==> config.mk <==
export PLATFORM = sky130hd
export DESIGN_NAME = gp_lookahead_alu
export DESIGN_NICKNAME = d
export VERILOG_FILES = /design/src/rtl/gpla_pkg.sv /design/src/rtl/gpla_decode.sv /design/src/rtl/gpla_bit_terms.sv /design/src/rtl/gpla_carry_group.sv /design/src/rtl/gp_lookahead_alu.sv
export SDC_FILE = /design/constraint.sdc
export NUM_CORES = 1
export LEC_CHECK = 0
export ABC_CLOCK_PERIOD_IN_PS = 12350
export CAP_MARGIN = 20
export CORE_ASPECT_RATIO = 1.25
export CORE_UTILIZATION = 45
export CTS_CLUSTER_DIAMETER = 200
export DETAILED_ROUTE_END_ITERATION = 6
export GPL_TIMING_DRIVEN = 0
export PLACE_DENSITY_LB_ADDON = 0.08
export SYNTH_ARGS = -nofsm -noshare
export SYNTH_HDL_FRONTEND = slang
export SYNTH_SLANG_ARGS = --single-unit
==> constraint.sdc <==
create_clock -name clk -period 12.35 [get_ports clk]
set_input_delay 1.235 -clock clk [delete_from_list [all_inputs] [get_ports clk]]
set_output_delay 1.235 -clock clk [all_outputs]
set_load 0.01 [all_outputs]
==> src/rtl/gpla_pkg.sv <==
package gpla_pkg;

  typedef enum logic [3:0] {
    OP_ADD    = 4'd0,
    OP_ADD1   = 4'd1,
    OP_SUB    = 4'd2,
    OP_SUBM1  = 4'd3,
    OP_RSUB   = 4'd4,
    OP_RSUBM1 = 4'd5,
    OP_AND    = 4'd6,
    OP_OR     = 4'd7,
    OP_XOR    = 4'd8,
    OP_ANDND  = 4'd9,
    OP_NANDD  = 4'd10,
    OP_PASSA  = 4'd11,
    OP_PASSD  = 4'd12,
    OP_NOTA   = 4'd13,
    OP_RSV14  = 4'd14,
    OP_RSV15  = 4'd15
  } alu_op_e;

  // propagate enable bit order: [0]=A&D [1]=A&~D [2]=~A&D [3]=~A&~D
  // generate enable bit order:  [0]=A&D [1]=A&~D [2]=~A&D
  typedef struct packed {
    logic [3:0] p_en;
    logic [2:0] g_en;
    logic       cin;
  } term_sel_t;

endpackage

==> src/rtl/gpla_decode.sv <==
module gpla_decode
  import gpla_pkg::*;
(
  input  logic [3:0] op_i,
  output term_sel_t  sel_o
);

  localparam logic [3:0] P_XOR  = 4'b0110;
  localparam logic [3:0] P_XNOR = 4'b1001;

  always_comb begin
    sel_o = '0;
    case (alu_op_e'(op_i))
      OP_ADD:    begin sel_o.p_en = P_XOR;  sel_o.g_en = 3'b001; sel_o.cin = 1'b0; end
      OP_ADD1:   begin sel_o.p_en = P_XOR;  sel_o.g_en = 3'b001; sel_o.cin = 1'b1; end
      OP_SUB:    begin sel_o.p_en = P_XNOR; sel_o.g_en = 3'b010; sel_o.cin = 1'b1; end
      OP_SUBM1:  begin sel_o.p_en = P_XNOR; sel_o.g_en = 3'b010; sel_o.cin = 1'b0; end
      OP_RSUB:   begin sel_o.p_en = P_XNOR; sel_o.g_en = 3'b100; sel_o.cin = 1'b1; end
      OP_RSUBM1: begin sel_o.p_en = P_XNOR; sel_o.g_en = 3'b100; sel_o.cin = 1'b0; end
      OP_AND:    sel_o.p_en = 4'b0001;
      OP_OR:     sel_o.p_en = 4'b0111;
      OP_XOR:    sel_o.p_en = P_XOR;
      OP_ANDND:  sel_o.p_en = 4'b0010;
      OP_NANDD:  sel_o.p_en = 4'b0100;
      OP_PASSA:  sel_o.p_en = 4'b0011;
      OP_PASSD:  sel_o.p_en = 4'b0101;
      OP_NOTA:   sel_o.p_en = 4'b1100;
      default:   sel_o = '0;
    endcase
  end

endmodule

==> src/rtl/gpla_bit_terms.sv <==
module gpla_bit_terms #(
  parameter int WIDTH = 32
) (
  input  logic [WIDTH-1:0] a_i,
  input  logic [WIDTH-1:0] d_i,
  input  logic [3:0]       p_en_i,
  input  logic [2:0]       g_en_i,
  output logic [WIDTH-1:0] p_o,
  output logic [WIDTH-1:0] g_o
);

  for (genvar b = 0; b < WIDTH; b++) begin : g_bit
    logic m_ad, m_and, m_nad, m_nand;
    assign m_ad   =  a_i[b] &  d_i[b];
    assign m_and  =  a_i[b] & ~d_i[b];
    assign m_nad  = ~a_i[b] &  d_i[b];
    assign m_nand = ~a_i[b] & ~d_i[b];
    assign p_o[b] = (p_en_i[0] & m_ad) | (p_en_i[1] & m_and) |
                    (p_en_i[2] & m_nad) | (p_en_i[3] & m_nand);
    assign g_o[b] = (g_en_i[0] & m_ad) | (g_en_i[1] & m_and) |
                    (g_en_i[2] & m_nad);
  end

endmodule

==> src/rtl/gpla_carry_group.sv <==
module gpla_carry_group #(
  parameter int GROUP = 4
) (
  input  logic [GROUP-1:0] g_i,
  input  logic [GROUP-1:0] p_i,
  input  logic             cin_i,
  output logic [GROUP-1:0] c_o,
  output logic             cout_o
);

  logic [GROUP:0] cc;

  // Flat lookahead: carry into position j from the carry-in and every
  // generate below j, each qualified by the propagates between them.
  always_comb begin
    logic acc;
    logic term;
    for (int j = 0; j <= GROUP; j++) begin
      acc = cin_i;
      for (int k = 0; k < j; k++) acc = acc & p_i[k];
      for (int k = 0; k < j; k++) begin
        term = g_i[k];
        for (int m = k + 1; m < j; m++) term = term & p_i[m];
        acc = acc | term;
      end
      cc[j] = acc;
    end
  end

  assign c_o    = cc[GROUP-1:0];
  assign cout_o = cc[GROUP];

endmodule

==> src/rtl/gp_lookahead_alu.sv <==
module gp_lookahead_alu
  import gpla_pkg::*;
#(
  parameter int WIDTH = 32,
  parameter int GROUP = 4
) (
  input  logic             clk,
  input  logic             rst,
  input  logic [3:0]       op_i,
  input  logic [WIDTH-1:0] a_i,
  input  logic [WIDTH-1:0] d_i,
  input  logic             sum_en_i,
  output logic [WIDTH-1:0] sum_o,
  output logic             cout_o
);

  localparam int NGROUPS = WIDTH / GROUP;

  term_sel_t          sel;
  logic [WIDTH-1:0]   prop;
  logic [WIDTH-1:0]   gen;
  logic [WIDTH-1:0]   carry;
  logic [NGROUPS:0]   gcarry;
  logic [WIDTH-1:0]   sum_c;

  gpla_decode u_dec (
    .op_i  (op_i),
    .sel_o (sel)
  );

  gpla_bit_terms #(.WIDTH(WIDTH)) u_terms (
    .a_i    (a_i),
    .d_i    (d_i),
    .p_en_i (sel.p_en),
    .g_en_i (sel.g_en),
    .p_o    (prop),
    .g_o    (gen)
  );

  assign gcarry[0] = sel.cin;

  for (genvar gi = 0; gi < NGROUPS; gi++) begin : g_grp
    gpla_carry_group #(.GROUP(GROUP)) u_cg (
      .g_i    (gen[gi*GROUP +: GROUP]),
      .p_i    (prop[gi*GROUP +: GROUP]),
      .cin_i  (gcarry[gi]),
      .c_o    (carry[gi*GROUP +: GROUP]),
      .cout_o (gcarry[gi+1])
    );
  end

  assign sum_c = prop ^ carry;

  always_ff @(posedge clk) begin
    if (rst) begin
      sum_o  <= '0;
      cout_o <= 1'b0;
    end else begin
      sum_o  <= sum_en_i ? sum_c : '0;
      cout_o <= gcarry[NGROUPS];
    end
  end

endmodule

Yosys cells after proc, flatten, opt, wreduce, memory -nomap -nowiden
Cells that the tools add are included.

operators by class
  $add $sub $neg = 0
  multipliers = 0
  divide/modulo/power cells = 0
  order comparisons = 0
  equality and inequality tests = 13
  shift-type cells = 0
  muxes and demuxes = 2
  bitwise logic cells = 738
  reduce and logical (&&, ||, !) cells = 4

operator list
  cell                                            number
  AND 1 bit                                       432
  OR 1 bit                                        240
  NOT 1 bit                                       65
  one-hot mux 4 bit (9 select lines)              1
  bitwise XOR 32 bit                              1
  == test 4 bit (second input constant)           6
  one-hot mux 4 bit (6 select lines)              1
  == test 4 x 3 -> 1 bit (second input constant)  4
  == test 4 x 2 -> 1 bit (second input constant)  2
  == test 4 x 1 -> 1 bit (second input constant)  1
  zero test 4 bit                                 1
  OR reduction 4 bit                              1
  OR reduction 3 bit                              1
  OR reduction 2 bit                              1

storage, ports and cells
  register bits = 33
  bits in latches = 0
  memory bits (writable) = 0
  ROM bits = 0
  input port bits = 71
  logic and storage cells = 759
  memories kept = 0

Longest topological paths before layout
  depth in word-level cells = 71
  gate-level depth with buffers = 51
  mapped depth without buffers = 45

By module
From an unflattened synthesis, not the netlist that was laid out.

unflattened totals
  cells, all modules = 320
  area total of the unflattened synthesis = 3239.4 µm²

by module, submodules not included
  module            times used  cells an instance  area an instance (µm²)  seq. area each (µm²)
  gpla_bit_terms    1           149                1586.5                  0.0
  gp_lookahead_alu  1           102                1119.8                  660.6
  gpla_carry_group  8           6                  46.3                    0.0
  gpla_decode       1           21                 162.7                   0.0

Worst setup path after synthesis
Ideal clock, no wire load.

  path kind = input to register
  from = input port op_i[2]
  to = register sum_o[30]
  arrival time = 10.452 ns
  data required time = 12.222 ns
  slack = 1.771 ns
  stages on the path = 51
  path through = buf_6 > buf_6 > buf_6 > buf_6 > buf_6 > buf_2 > nor3_1 > a21oi_1 > a21oi_1 > o21ai_0 > o211ai_1 > ha_1 > a311oi_1 > o31a_1 > o22ai_2 > a2bb2o_4 > ha_1 > a311oi_2 > [... 15 more ...] > o32a_1 > o22ai_2 > a2bb2o_1 > ha_1 > nor3_1 > o32a_1 > o22ai_2 > a2bb2o_1 > ha_1 > nor3_1 > o32a_1 > o22ai_2 > a2bb2o_1 > ha_1 > nor3_1 > o31a_1 > xnor2_1 > nor2_1

on the way
  longest elaborated chain between the ends = 68

ends and longest elaborated chain
  what                                                                       RTL line                source
  start: declaration                                                         gp_lookahead_alu.sv:9   input logic [3:0] op_i,
  == test 4 x 2 -> 1 bit, or another cell as far along                       gpla_decode.sv:13       case (alu_op_e'(op_i))
  OR reduction 4 bit (no line) / OR reduction 3 bit (equally long branches)  n/a
  one-hot mux 4 bit (9 select lines)                                         gpla_decode.sv:13
  AND 1 bit                                                                  gpla_bit_terms.sv:18    assign p_o[b] = (p_en_i[0] & m_ad) | (p_en_i[1] & m_and) |
  OR 1 bit (2 in a row)                                                      gpla_bit_terms.sv:18
  OR 1 bit                                                                   gpla_bit_terms.sv:19    (p_en_i[2] & m_nad) | (p_en_i[3] & m_nand);
  AND 1 bit (4 in a row)                                                     gpla_carry_group.sv:20  for (int k = 0; k < j; k++) acc = acc & p_i[k];
  OR 1 bit (4 in a row)                                                      gpla_carry_group.sv:24  acc = acc | term;
  [... 28 more ...]                                                          n/a
  OR 1 bit (4 in a row)                                                      gpla_carry_group.sv:24
  AND 1 bit (4 in a row)                                                     gpla_carry_group.sv:20
  OR 1 bit (4 in a row)                                                      gpla_carry_group.sv:24
  AND 1 bit (4 in a row)                                                     gpla_carry_group.sv:20
  OR 1 bit (4 in a row)                                                      gpla_carry_group.sv:24
  AND 1 bit (2 in a row)                                                     gpla_carry_group.sv:20
  OR 1 bit (2 in a row)                                                      gpla_carry_group.sv:24
  bitwise XOR 32 bit *                                                       gp_lookahead_alu.sv:52  assign sum_c = prop ^ carry;
  end signal: assignment                                                     gp_lookahead_alu.sv:59  sum_o <= sum_en_i ? sum_c : '0;
  end: declaration                                                           gp_lookahead_alu.sv:13  output logic [WIDTH-1:0] sum_o,

Every way passes the cells marked *; elsewhere a longest branch is shown, timed or not.
A chain may end at the register's enable or synchronous reset.

Worst setup path after layout
  from = input port op_i[1]
  to = register sum_o[31]

on the way
  longest elaborated chain between the ends = 70

ends and longest elaborated chain
  what                                                                       RTL line
  == test 4 x 2 -> 1 bit, or another cell as far along                       gpla_decode.sv:13
  OR reduction 4 bit (no line) / OR reduction 3 bit (equally long branches)  n/a
  one-hot mux 4 bit (9 select lines)                                         gpla_decode.sv:13
  AND 1 bit                                                                  gpla_bit_terms.sv:18
  OR 1 bit (2 in a row)                                                      gpla_bit_terms.sv:18
  OR 1 bit                                                                   gpla_bit_terms.sv:19
  AND 1 bit (4 in a row)                                                     gpla_carry_group.sv:20
  OR 1 bit (4 in a row)                                                      gpla_carry_group.sv:24
  [... 28 more ...]                                                          n/a
  OR 1 bit (4 in a row)                                                      gpla_carry_group.sv:24
  AND 1 bit (4 in a row)                                                     gpla_carry_group.sv:20
  OR 1 bit (4 in a row)                                                      gpla_carry_group.sv:24
  AND 1 bit (4 in a row)                                                     gpla_carry_group.sv:20
  OR 1 bit (4 in a row)                                                      gpla_carry_group.sv:24
  AND 1 bit (3 in a row)                                                     gpla_carry_group.sv:20
  OR 1 bit (3 in a row)                                                      gpla_carry_group.sv:24
  bitwise XOR 32 bit *                                                       gp_lookahead_alu.sv:52

Marks and branches as above.

==> flow_summary_export.csv <==
group,metric,value,unit
run_status,status,"completed",
sta,timing.final.crit_share,99.98,%
drt,vias_per_cell,6.682,
logic_synthesis,synthMostInstantiatedCell,"nor2_1",
clock_tree,cts_buffer_depth,2,
logic_synthesis,yosys_warnings,0,
clock_tree,cts-root-buf,"clkbuf_16",
global_routing,grt_pass1_vias,7082,
sta,worstMarginPinSlew,879.7,ps
floorplanning,die-width,110.4,um
final_layout,drive_gt1_share,13.69,%
final_layout,syn2layout_area_growth,19.81,%
clock_tree,cts_sinks,33,
flow_run,maxCapViolations,0,
placed_design,postPlaceCellArea,7610,um2
setup_path,crit_path_end_kind,"flop",
sta,setup_viol,0,
global_routing,gr-total-overflow,0,
global_routing,grt_pass1_wl,41800,um
min_path,hold_class,"in -> reg",
floorplanning,rows,49,
setup_path,slowest_delay,390,ps
sta,max_clock_freq,80.99,MHz
logic_synthesis,synthTopCellsByArea,"dfxtp_1 10%, nor2_1 6.1%, a21oi_1 4.8%",
logic_synthesis,synth_top_area_share,9.992,%
drt,antenna_left,0,
logic_synthesis,synth_cell_type_count,72,
setup_path,path_max_fanout,19,
placed_design,port_buffers,77,
global_routing,antenna_found_initial,0,
power,power.density,71.28,nW/um2
setup_path,cp_common_cell,"ha_1",
logic_synthesis,syn_avg_cell_area,7.163,um2
logic_synthesis,ys_ff_latch,33,
floorplanning,dieArea,15180,um2
clock_tree,htree_levels,2,
logic_synthesis,synth_area_leader_cell,"dfxtp_1",
logic_synthesis,synthesis.nets,1002,
sta,hold_violations,0,
final_layout,nFillCells,1439,
final_layout,num_antenna_cells,0,
final_layout,finalInstanceArea,7921,um2
power,p_sw_share,42.40,%
setup_path,crit_buf_inv,6,
floorplanning,initial_core_util,46.08,%
power,p_switching,239.4,uW
drt,wl,28050,um
floorplanning,design.core.area,14350,um2
sta,slew_headroom,41.35,%
clock_tree,cts_made_buffers,5,
clock_tree,tritoncts,"done",
logic_synthesis,synthTopCellsByCount,"108 x nor2_1, 69 x nand2_1, 63 x a21oi_1, 45 x buf_2, 38 x clkbuf_1",
power,internal_power,325.2,uW
power,combPwrFrac,56.1,%
setup_path,startpoint_type,"input port",
setup_path,cpLargestDelayFamily,"compound AO/OA/AOI/OAI gates",
clock_tree,ctsHoldBuffers,0,
logic_synthesis,async_reset_ff_share,0,%
global_routing,grt_max_degree,20,
logic_synthesis,yosysSeqAreaShare,9.992,%
setup_path,required,12540,ps
setup_path,arrival,12530,ps
floorplanning,die_y,137.5,um
drt,drtIter0Drc,1072,
sta,period_needed,12350,ps
global_routing,track_usage,36.05,%
floorplanning,io-pin-count,104,
sta,hold_ws,1569,ps
drt,drc,0,
placed_design,dp_hpwl,20060,um
final_layout,layout.nets,1086,
setup_path,slowest_stage,"a311oi_4",
placed_design,routabilityCongestion,0.9952,
power,clockPowerShare,23.3,%
logic_synthesis,syn_area,6611,um2
power,p_leak,0.003063,uW
drt,wire_per_inst,23.65,um
setup_path,path_class,"in -> reg",
power,vdd_drop_max,60.55,uV
drt,vias,7925,
power,pwr-share-seq,20.7,%
sta,finalMaxSlewViolations,0,
drt,first_pass_iters,5,
logic_synthesis,synth_edf_count,0,
logic_synthesis,synth-main-ff-cell,"dfxtp_1",
logic_synthesis,netlist_instances,923,
clock_tree,clk_pin_slew_worst_paths,50,ps
-- cell families after synthesis --
| family | count (synthesis) | synth area share [%] |
|---|---|---|
| and+or+nand+nor | 349 | 27.23 |
| AOI/OAI and AO/OA | 331 | 39.06 |
| buffers and inverters | 125 | 11.03 |
| xor gates and xnor gates | 47 | 6.624 |
| DFF | 33 | 9.992 |
| muxes | 30 | 4.542 |
| adders and majority gates | 8 | 1.514 |
-- flip-flops by register name (all words and copies together), names as in the netlist --
signal and cells:
sum_o 32, cout_o 1
-- cell usage in the layout, fill, tap and decap left out, types with 9 or more instances in the layout --
master	count
nor2_1	108
clkdlybuf4s50_1	75
nand2_1	69
a21oi_1	63
clkbuf_1	34
dfxtp_1	33
o21ai_0	32
nand2b_1	30
mux2i_1	30
buf_2	29
xor2_1	25
buf_4	24
or3_1	24
o211a_1	23
xnor2_1	20
buf_6	18
nand3_1	18
nor2b_1	17
o22ai_1	17
o21a_1	17
o211ai_1	16
o221ai_1	12
a221o_1	12
a221oi_1	12
o31ai_1	12
a22oi_1	12
buf_1	11
nor4b_1	11
o21ai_1	10
and2_1	9
-- worst paths after layout --
| check | startpoint | cells after the start | end | slack, ps |
|---|---|---|---|---|
| min | a_i[31] | 5 | cout_o | 1570 |
| max | op_i[1] | 51 | sum_o[31] | 3 |
-- metrics by stage --
| step | utilization, % | instances | power (uW) | worst slack, ps | setup TNS (ps) |
|---|---|---|---|---|---|
| 2_1_floorplan | - | 923 | 314.9 | 1771 | 0 |
| 3_3_place_gp | 53.01 | 1178 | 415.0 | -3405 | -24970 |
| 3_5_place_dp | 53.04 | 1179 | 415.6 | -2811 | -17950 |
| 4_1_cts | 55.14 | 1187 | 555.1 | 15.83 | 0 |
| 5_1_grt | 55.22 | 1186 | 586.0 | -12.07 | -12.07 |
| 6_report | 55.22 | 1186 | 564.6 | 2.982 | 0 |
-- layout make-up --
cell class | count | area [um2] | share of cell area [%]
multi-input cells | 765 | 5310 | 67.04
repair buffers | 89 | 862.1 | 10.88
plain buffers | 112 | 723.2 | 9.130
flip-flops and latches | 33 | 660.6 | 8.340
well taps | 178 | 222.7 | 2.812
clock buffers | 6 | 128.9 | 1.627
clock inverters | 2 | 10.01 | 0.1264
inverters | 1 | 3.754 | 0.04739
-- what timing repair did --
action / in CTS / in global routing
pin swaps: 11 / 6
buffers inserted: 8 / 3
resized for setup: 37 / 7
setup endpoints to repair: 9 / 4
-- power by group through the flow --
stage                     clock network (uW)  logic (uW)  registers (uW)
after floorplan                            0         191             123
after global placement                     0         296             119
after detailed placement                   0         296             119
after CTS                                132         306             117
after global routing                     135         333             118
final                                    131         317             117
-- layer usage --
layer	GRT usage, %	part of all wire (%)
met2	56.38	43
met1	46.21	39
met4	21.93	6.2
met3	6.555	12
met5	0	0
No activity file was read; power rests on OpenSTA's default activity.
